## src/rtl/aclink_pkg.sv

```systemverilog
package aclink_pkg;
  localparam int DATA_W   = 8;
  localparam int CTL_W    = 5;
  localparam int N_CODEC  = 2;
  localparam int N_SDIN   = 2;

  localparam int B_LINK   = 0;
  localparam int B_LOWPWR = 1;
  localparam int B_WAKE   = 2;
  localparam int B_WARM   = 3;
  localparam int B_MIC    = 4;
  localparam int B_RDYCLR = 5;

  typedef logic [CTL_W-1:0] ctl_t;

  function automatic ctl_t ctl_field(input logic [DATA_W-1:0] d);
    return d[CTL_W-1:0];
  endfunction

  function automatic ctl_t apply_set_clr(input ctl_t cur, input ctl_t set_m, input ctl_t clr_m);
    return (cur | set_m) & ~clr_m;
  endfunction

  function automatic logic wake_level(input logic en, input logic [N_SDIN-1:0] lines);
    return en & (|lines);
  endfunction

  function automatic logic force_low(input logic force_en, input logic v);
    return v & ~force_en;
  endfunction
endpackage

```

## src/rtl/aclink_ctl_bits.sv

```systemverilog
module aclink_ctl_bits
  import aclink_pkg::*;
(
  input  logic clk,
  input  logic rst,
  input  ctl_t set_mask,
  input  ctl_t clr_mask,
  output ctl_t q
);
  always_ff @(posedge clk) begin
    if (rst) q <= '0;
    else     q <= apply_set_clr(q, set_mask, clr_mask);
  end
endmodule

```

## src/rtl/aclink_rdy_flags.sv

```systemverilog
module aclink_rdy_flags #(
  parameter int N = 2
) (
  input  logic         clk,
  input  logic         rst,
  input  logic [N-1:0] rdy_in,
  input  logic         clr,
  output logic [N-1:0] q
);
  for (genvar g = 0; g < N; g++) begin : g_flag
    always_ff @(posedge clk) begin
      if (rst || clr)   q[g] <= 1'b0;
      else if (rdy_in[g]) q[g] <= 1'b1;
    end
  end
endmodule

```

## src/rtl/aclink_wake_det.sv

```systemverilog
module aclink_wake_det
  import aclink_pkg::*;
(
  input  logic              en,
  input  logic [N_SDIN-1:0] lines,
  output logic              irq
);
  assign irq = wake_level(en, lines);
endmodule

```

## src/rtl/aclink_link_gate.sv

```systemverilog
module aclink_link_gate
  import aclink_pkg::*;
(
  input  logic lowpwr,
  input  logic sync_in,
  input  logic sdout_in,
  output logic sync_out,
  output logic sdout_out
);
  assign sync_out  = force_low(lowpwr, sync_in);
  assign sdout_out = force_low(lowpwr, sdout_in);
endmodule

```

## src/rtl/aclink_ctrl_reg.sv

```systemverilog
module aclink_ctrl_reg
  import aclink_pkg::*;
#(
  parameter int ADDR_W = 4,
  parameter int A_EN   = 0,
  parameter int A_DIS  = 1,
  parameter int A_RDY  = 2
) (
  input  logic              clk,
  input  logic              rst,
  input  logic [ADDR_W-1:0] bus_addr,
  input  logic              bus_we,
  input  logic [DATA_W-1:0] bus_wdata,
  output logic [DATA_W-1:0] bus_rdata,
  input  logic              sync_in,
  input  logic              sdout_in,
  output logic              sync_out,
  output logic              sdout_out,
  input  logic [N_SDIN-1:0] sdin,
  input  logic [N_CODEC-1:0] codec_rdy_in,
  output logic              link_reset_n,
  output logic              warm_reset,
  output logic              rx_mic_sel,
  output logic              wake_irq
);
  localparam logic [ADDR_W-1:0] AD_EN  = ADDR_W'(A_EN);
  localparam logic [ADDR_W-1:0] AD_DIS = ADDR_W'(A_DIS);
  localparam logic [ADDR_W-1:0] AD_RDY = ADDR_W'(A_RDY);

  logic wr_en_hit, wr_dis_hit, rdy_clr_pulse;
  ctl_t set_mask, clr_mask, ctl_q;
  logic [N_CODEC-1:0] rdy_q;

  assign wr_en_hit     = bus_we && (bus_addr == AD_EN);
  assign wr_dis_hit    = bus_we && (bus_addr == AD_DIS);
  assign set_mask      = wr_en_hit  ? ctl_field(bus_wdata) : '0;
  assign clr_mask      = wr_dis_hit ? ctl_field(bus_wdata) : '0;
  assign rdy_clr_pulse = wr_en_hit && bus_wdata[B_RDYCLR];

  aclink_ctl_bits u_bits (
    .clk(clk), .rst(rst), .set_mask(set_mask), .clr_mask(clr_mask), .q(ctl_q)
  );

  aclink_rdy_flags #(.N(N_CODEC)) u_rdy (
    .clk(clk), .rst(rst), .rdy_in(codec_rdy_in), .clr(rdy_clr_pulse), .q(rdy_q)
  );

  aclink_wake_det u_wake (
    .en(ctl_q[B_WAKE]), .lines(sdin), .irq(wake_irq)
  );

  aclink_link_gate u_gate (
    .lowpwr(ctl_q[B_LOWPWR]), .sync_in(sync_in), .sdout_in(sdout_in),
    .sync_out(sync_out), .sdout_out(sdout_out)
  );

  assign link_reset_n = ctl_q[B_LINK];
  assign warm_reset   = ctl_q[B_WARM];
  assign rx_mic_sel   = ctl_q[B_MIC];

  always_comb begin
    bus_rdata = '0;
    if (bus_addr == AD_EN)       bus_rdata = DATA_W'(ctl_q);
    else if (bus_addr == AD_RDY) bus_rdata = DATA_W'(rdy_q);
  end
endmodule

```

## config.mk

```make
export PLATFORM = sky130hd
export DESIGN_NAME = aclink_ctrl_reg
export DESIGN_NICKNAME = d
export VERILOG_FILES = /design/src/rtl/aclink_pkg.sv /design/src/rtl/aclink_ctl_bits.sv /design/src/rtl/aclink_rdy_flags.sv /design/src/rtl/aclink_wake_det.sv /design/src/rtl/aclink_link_gate.sv /design/src/rtl/aclink_ctrl_reg.sv
export SDC_FILE = /design/constraint.sdc
export NUM_CORES = 1
export LEC_CHECK = 0
export BUFFER_PORTS_ARGS = -buffer_cell sky130_fd_sc_hd__buf_2
export CORE_AREA = 4 4 41 43
export DETAILED_ROUTE_END_ITERATION = 7
export DIE_AREA = 0 0 45 47
export GPL_TIMING_DRIVEN = 0
export PLACE_DENSITY_LB_ADDON = 0.05
export SETUP_SLACK_MARGIN = 0.4
export SLEW_MARGIN = 20
export SYNTH_ARGS = -nofsm -noshare
export SYNTH_HDL_FRONTEND = slang
export SYNTH_HIERARCHICAL = 1
export SYNTH_SLANG_ARGS = --single-unit
export TNS_END_PERCENT = 5
```

## constraint.sdc

```tcl
create_clock -name clk -period 2.05 [get_ports clk]
set_clock_uncertainty 0.15 [all_clocks]
set_input_delay 0.205 -clock clk [delete_from_list [all_inputs] [get_ports clk]]
set_output_delay 0.205 -clock clk [all_outputs]
set_load 0.005 [all_outputs]
```

# Yosys cells after proc, flatten, opt, wreduce, memory -nomap -nowiden
# Index checks and enable logic that the tools add are counted.
[classes]
bitwise = 7
muxes = 4
eq_ne = 2
n_reduce_logical = 6
[ops]
columns = ["op", "count"]
rows = [
  ["5-bit two-way mux", 3],
  ["5-bit bitwise AND", 1],
  ["5-bit NOT", 1],
  ["5-bit OR", 1],
  ["4-bit by 1-bit == test with 1-bit output, second input constant", 1],
  ["4-bit by 2-bit == test with 1-bit output, second input constant", 1],
  ["4-bit zero test", 1],
  ["1-bit bitwise AND", 3],
  ["1-bit logical AND", 3],
  ["2-bit two-way mux", 1],
  ["2-bit OR reduction", 1],
  ["1-bit logical OR", 1],
  ["1-bit NOT", 1],
]
[totals]
reg_bits = 7
word_cells = 22
input_bits = 21

# Longest topological paths before layout
[depth]
word_depth = 5
depth_mapped = 4
ltp_nobuf = 4

# By module
# The synthesis kept the hierarchy.
[by_module_without_submodules]
columns = ["mod", "area_each_um2", "seq_area_each_um2", "cells_each", "n_inst"]
rows = [
  ["aclink_ctrl_reg", 171.4, 0.0, 30, 1],
  ["aclink_ctl_bits", 148.9, 100.1, 15, 1],
  ["aclink_rdy_flags", 57.6, 40.0, 6, 1],
  ["aclink_link_gate", 12.5, 0.0, 2, 1],
  ["aclink_wake_det", 7.5, 0.0, 1, 1],
]

# Worst setup path after synthesis
# OpenSTA, ideal clock, no wires.
[synth_path]
path_kind = "input-to-reg"
from = "in bus_addr[3]"
to = "reg u_bits.q[0]"
path_slack_ns = 0.824
stages = 4
arrival_time_ns = 0.998
path_cell_list = "or4_4 > nor2_1 > nor2_1 > nor3_1"
[synth_via]
elab_chain_cells = 5
elab_cells_between_ends = 9
classes_between = "eq/ne (1); mux (2); bitwise (3); reduce/logical (3)"
[synth_rtl]
columns = ["element", "line", "source"]
rows = [
  ["start: declaration", "aclink_ctrl_reg.sv:11", "input logic [ADDR_W-1:0] bus_addr,"],
  ["4-bit zero test", "aclink_ctrl_reg.sv:34", "assign wr_en_hit = bus_we && (bus_addr == AD_EN);"],
  ["1-bit logical AND", "aclink_ctrl_reg.sv:34", ""],
  ["5-bit two-way mux", "aclink_ctrl_reg.sv:36", "assign set_mask = wr_en_hit ? ctl_field(bus_wdata) : '0;"],
  ["named net set_mask[0]", "aclink_ctrl_reg.sv:31", "ctl_t set_mask, clr_mask, ctl_q;"],
  ["5-bit OR", "aclink_pkg.sv:21", "return (cur | set_m) & ~clr_m;"],
  ["5-bit bitwise AND", "aclink_pkg.sv:21", ""],
  ["end signal: assignment", "aclink_ctl_bits.sv:12", "else q <= apply_set_clr(q, set_mask, clr_mask);"],
  ["end: declaration", "aclink_ctl_bits.sv:8", "output ctl_t q"],
]
# The timed path passes the listed nets, and every way through them passes these cells.
# A chain may end at the register's enable or synchronous reset.

# Worst setup path in the final report
[layout_path]
from = "in bus_addr[3]"
to = "out bus_rdata[2]"
[layout_via]
elab_chain_cells = 2
[layout_rtl]
columns = ["element", "line", "source"]
rows = [
  ["4-bit zero test", "aclink_ctrl_reg.sv:63", "if (bus_addr == AD_EN) bus_rdata = DATA_W'(ctl_q);"],
  ["5-bit two-way mux", "aclink_ctrl_reg.sv:63", ""],
  ["end: declaration", "aclink_ctrl_reg.sv:14", "output logic [DATA_W-1:0] bus_rdata,"],
]
# No other way between the ends.

==> parameters.txt <==
Parameter                              Value

Run status
  Run status    finished, final reports clean

Critical path
  Launch point of the critical path    bus_addr[3]
  Kind of critical path    in2out
  Required time at the worst-slack endpoint    1690 ps
  Reg-to-reg critical path startpoint    u_bits/q[1]$_SDFF_PP0_
  Series of cell instances along the critical path    buf_2 -> nor4_2 -> and2_1 -> buf_2
  Buffering stage count on the worst path with inverters included    2
  Top delay family on crit path    simple AND/OR/NAND/NOR gates
  Maximum net fanout on the critical path    5
  Data arrival at the endpoint of the critical path    1030 ps
  Max stage delay on crit path    410 ps
  CP max-delay cell    sky130_fd_sc_hd__nor4_2
  Cell seen most often among critical-path stages    sky130_fd_sc_hd__buf_2
  CP endpoint kind    output pin
  Startpoint Class    primary input

Drt
  Vias after detailed routing    470
  DRC violation count after routing    0
  Routed via count divided by cell count    4.52
  Count of nets left with antenna violations after detail routing    0
  WL per Instance    10.3 um
  Count of TritonRoute iterations in the first routing pass    4
  Post-Route WL    1070 um
  1st-iter DRT viols    1

CTS
  Clock edge transition at the registers on the reported setup and hold paths    50 ps
  Clock tree buffer depth    2
  Setup repair bufs after CTS    0
  Hold Buf Count CTS    0
  Clock buffer count from CTS    3
  Number of gates resized after CTS    0
  Clock tree root driver cell    sky130_fd_sc_hd__clkbuf_4
  Number of H-tree levels    1
  TritonCTS clock tree    built
  Sink count of the clock tree    7
  Clock insertion delay at the later pin of the skew report    240 ps

Timing
  Final Hold Violating Endpoints    0
  Period minus WS final    1390 ps
  Worst hold-check slack    70.2 ps
  Max Slew Vio Count    0
  Post-route setup TNS    0 ps
  Setup WS post-layout    660 ps
  RSZ-0062 raised after global routing    false
  Achievable clock frequency    720 MHz
  Final setup violation count    0
  Tcrit/Tclk final    67.8%

Floorplanning
  DIE HEIGHT    47 um
  Chip Width    45 um
  Total core area    1300 um^2
  Area of the die    2120 um^2
  Initial Utilization    30.6%
  # rows    13
  Top Ports    35

Global routing
  Largest net degree at the start of global routing    8
  Global-route wire length before repair    1670 um
  Global-route total usage across every layer    11.3%
  Number of antenna violations at the first check in global routing    0
  Global route overflow    0
  Vias in the first global route    380

Pwr
  Power Total    0.318 mW
  Clock power frac    38.9%
  Worst voltage drop across the vdd grid    0.353 mV
  Reported net switching power    0.0768 mW
  Internal cell power    0.242 mW
  Ratio of total power to cell area    529 nW/um^2
  Fraction of power spent switching nets    24.1%
  Leak pwr    0.310 nW
  Seq pwr share    44.8%
  Combinational fraction of design power    16.3%

Final layout
  Seq. cell area    140 um^2
  Area of combinational cells with multiple inputs    249 um^2
  Antenna Cells    0
  Fill cell count    152
  Growth of design area from synthesis to finish    51.3%
  Final layout net count    111
  Fraction of final layout cells sized beyond drive strength 1    43.8%

Logic synthesis
  Synthesized cell area    398 um^2
  Synthesized-area fraction occupied by and/or/nand/nor cells    51.3%
  Combinational family with the most area after synthesis    simple AND/OR/NAND/NOR gates
  Fraction of post-synthesis cell area in the top cell type by area    35.2%
  Instance count of the mapped netlist    54
  Post-synthesis sequential element count    7
  Netlist cell types    15
  Synthesized area divided by synthesized cell count    7.37 um^2
  Dominant cells by area after synthesis    sky130_fd_sc_hd__dfxtp_1 (35%), sky130_fd_sc_hd__nor2_1 (16%), sky130_fd_sc_hd__nor3_1 (7.5%)
  Sequential-to-total area share from yosys stat    35.2%
  Proportion of synthesized area in mux cells    5.03%
  Post-Synth XOR/XNOR Area    0%
  Yosys synthesis warning count    6
  Synthesized-area fraction occupied by adder cells    0%
  Top cell type by total area after synthesis    sky130_fd_sc_hd__dfxtp_1
  Post-synthesis compound-gate area fraction    1.89%

Placement
  Global placement routability congestion    0.656
  Worst setup slack after placement    485 ps
  Post-DP HPWL    874 um
  Port bufs    29

Hold path
  Worst hold path type    in2reg
  Hold Path Origin    codec_rdy_in[0]

Job
  Number of maximum-capacitance violations    0
==> power groups by stage <==
stage | logic (mW) | registers [mW] | clock network [mW]
final | 0.0519 | 0.143 | 0.124
after global routing | 0.0581 | 0.143 | 0.146
after floorplan | 0.0215 | 0.145 | 0
after detailed placement | 0.0512 | 0.146 | 0
after CTS | 0.0514 | 0.143 | 0.129
after global placement | 0.0505 | 0.146 | 0
==> layout by cell type (no fill, tap or decap), types with 3 or more instances in the layout <==
cell type | netlist | final
sky130_fd_sc_hd__nor3_1 | 6 | 6
sky130_fd_sc_hd__clkbuf_4 | 0 | 3
sky130_fd_sc_hd__nand2_1 | 5 | 5
sky130_fd_sc_hd__dfxtp_1 | 7 | 7
sky130_fd_sc_hd__conb_1 | 1 | 3
sky130_fd_sc_hd__and2_1 | 3 | 3
sky130_fd_sc_hd__buf_2 | 0 | 29
sky130_fd_sc_hd__buf_4 | 3 | 3
sky130_fd_sc_hd__nor2_1 | 17 | 17
==> flip-flops by register name, indices dropped and copies added (netlist names) <==
signal,flops
u_rdy/q,2
u_bits/q,5
==> stage by stage <==
step	area [um^2]	util, %	std cells
2_1_floorplan	405	-	56
3_3_place_gp	569	43.8	100
3_5_place_dp	569	43.8	100
4_1_cts	596	45.8	104
5_1_grt	602	46.3	104
6_report	602	46.3	104
==> routing by layer <==
layer / GRT usage (%) / vias to the layer above / wire, um
met3: 2.30 / 2 / 124
met2: 15.3 / 23 / 452
met1: 15.6 / 198 / 481
met5: 0 / - / 0
met4: 8.77 / 0 / 14
li1: - / 247 / -
==> cells by family after synthesis <==
group | after synthesis
buffers and inverters | 3
DFF | 7
muxes | 2
and+or+nand+nor | 40
other | 1
AOI/OAI and AO/OA | 1
==> Yosys cell counts <==
master / instances
sky130_fd_sc_hd__nor3_1: 6
sky130_fd_sc_hd__or4_4: 1
sky130_fd_sc_hd__dfxtp_1: 7
sky130_fd_sc_hd__and2_1: 3
sky130_fd_sc_hd__nand2_1: 5
sky130_fd_sc_hd__or4b_4: 1
sky130_fd_sc_hd__conb_1: 1
sky130_fd_sc_hd__nor3_2: 1
sky130_fd_sc_hd__mux2i_1: 2
sky130_fd_sc_hd__o21a_1: 1
sky130_fd_sc_hd__nor4_1: 3
sky130_fd_sc_hd__nor2b_1: 2
sky130_fd_sc_hd__buf_4: 3
sky130_fd_sc_hd__and3_1: 1
sky130_fd_sc_hd__nor2_1: 17
==> cell type report <==
type | instances | area share (%)
clock buffers | 4 | 4.37
repair buffers | 29 | 24.1
plain buffers | 3 | 3.74
flip-flops and latches | 7 | 23.3
multi-input cells | 46 | 41.4
well taps | 15 | 3.12
==> path summary, 6_finish.rpt <==
path                                                 to  slack [ps]  cells past startpoint
worst max-delay path                       bus_rdata[2]         660                      4
worst min-delay path            u_rdy/q[0]$_SDFFE_PP0P_          70                      3
worst max register to register   u_bits/q[1]$_SDFF_PP0_        1280                      2
worst min register to register   u_bits/q[4]$_SDFF_PP0_         340                      2
==> tightest hold or removal path, cell delays in order <==
cell and delay (ps):
sky130_fd_sc_hd__buf_2 90, sky130_fd_sc_hd__nor2_1 70, sky130_fd_sc_hd__nor3_1 50
(Power assumes the default switching activity.)
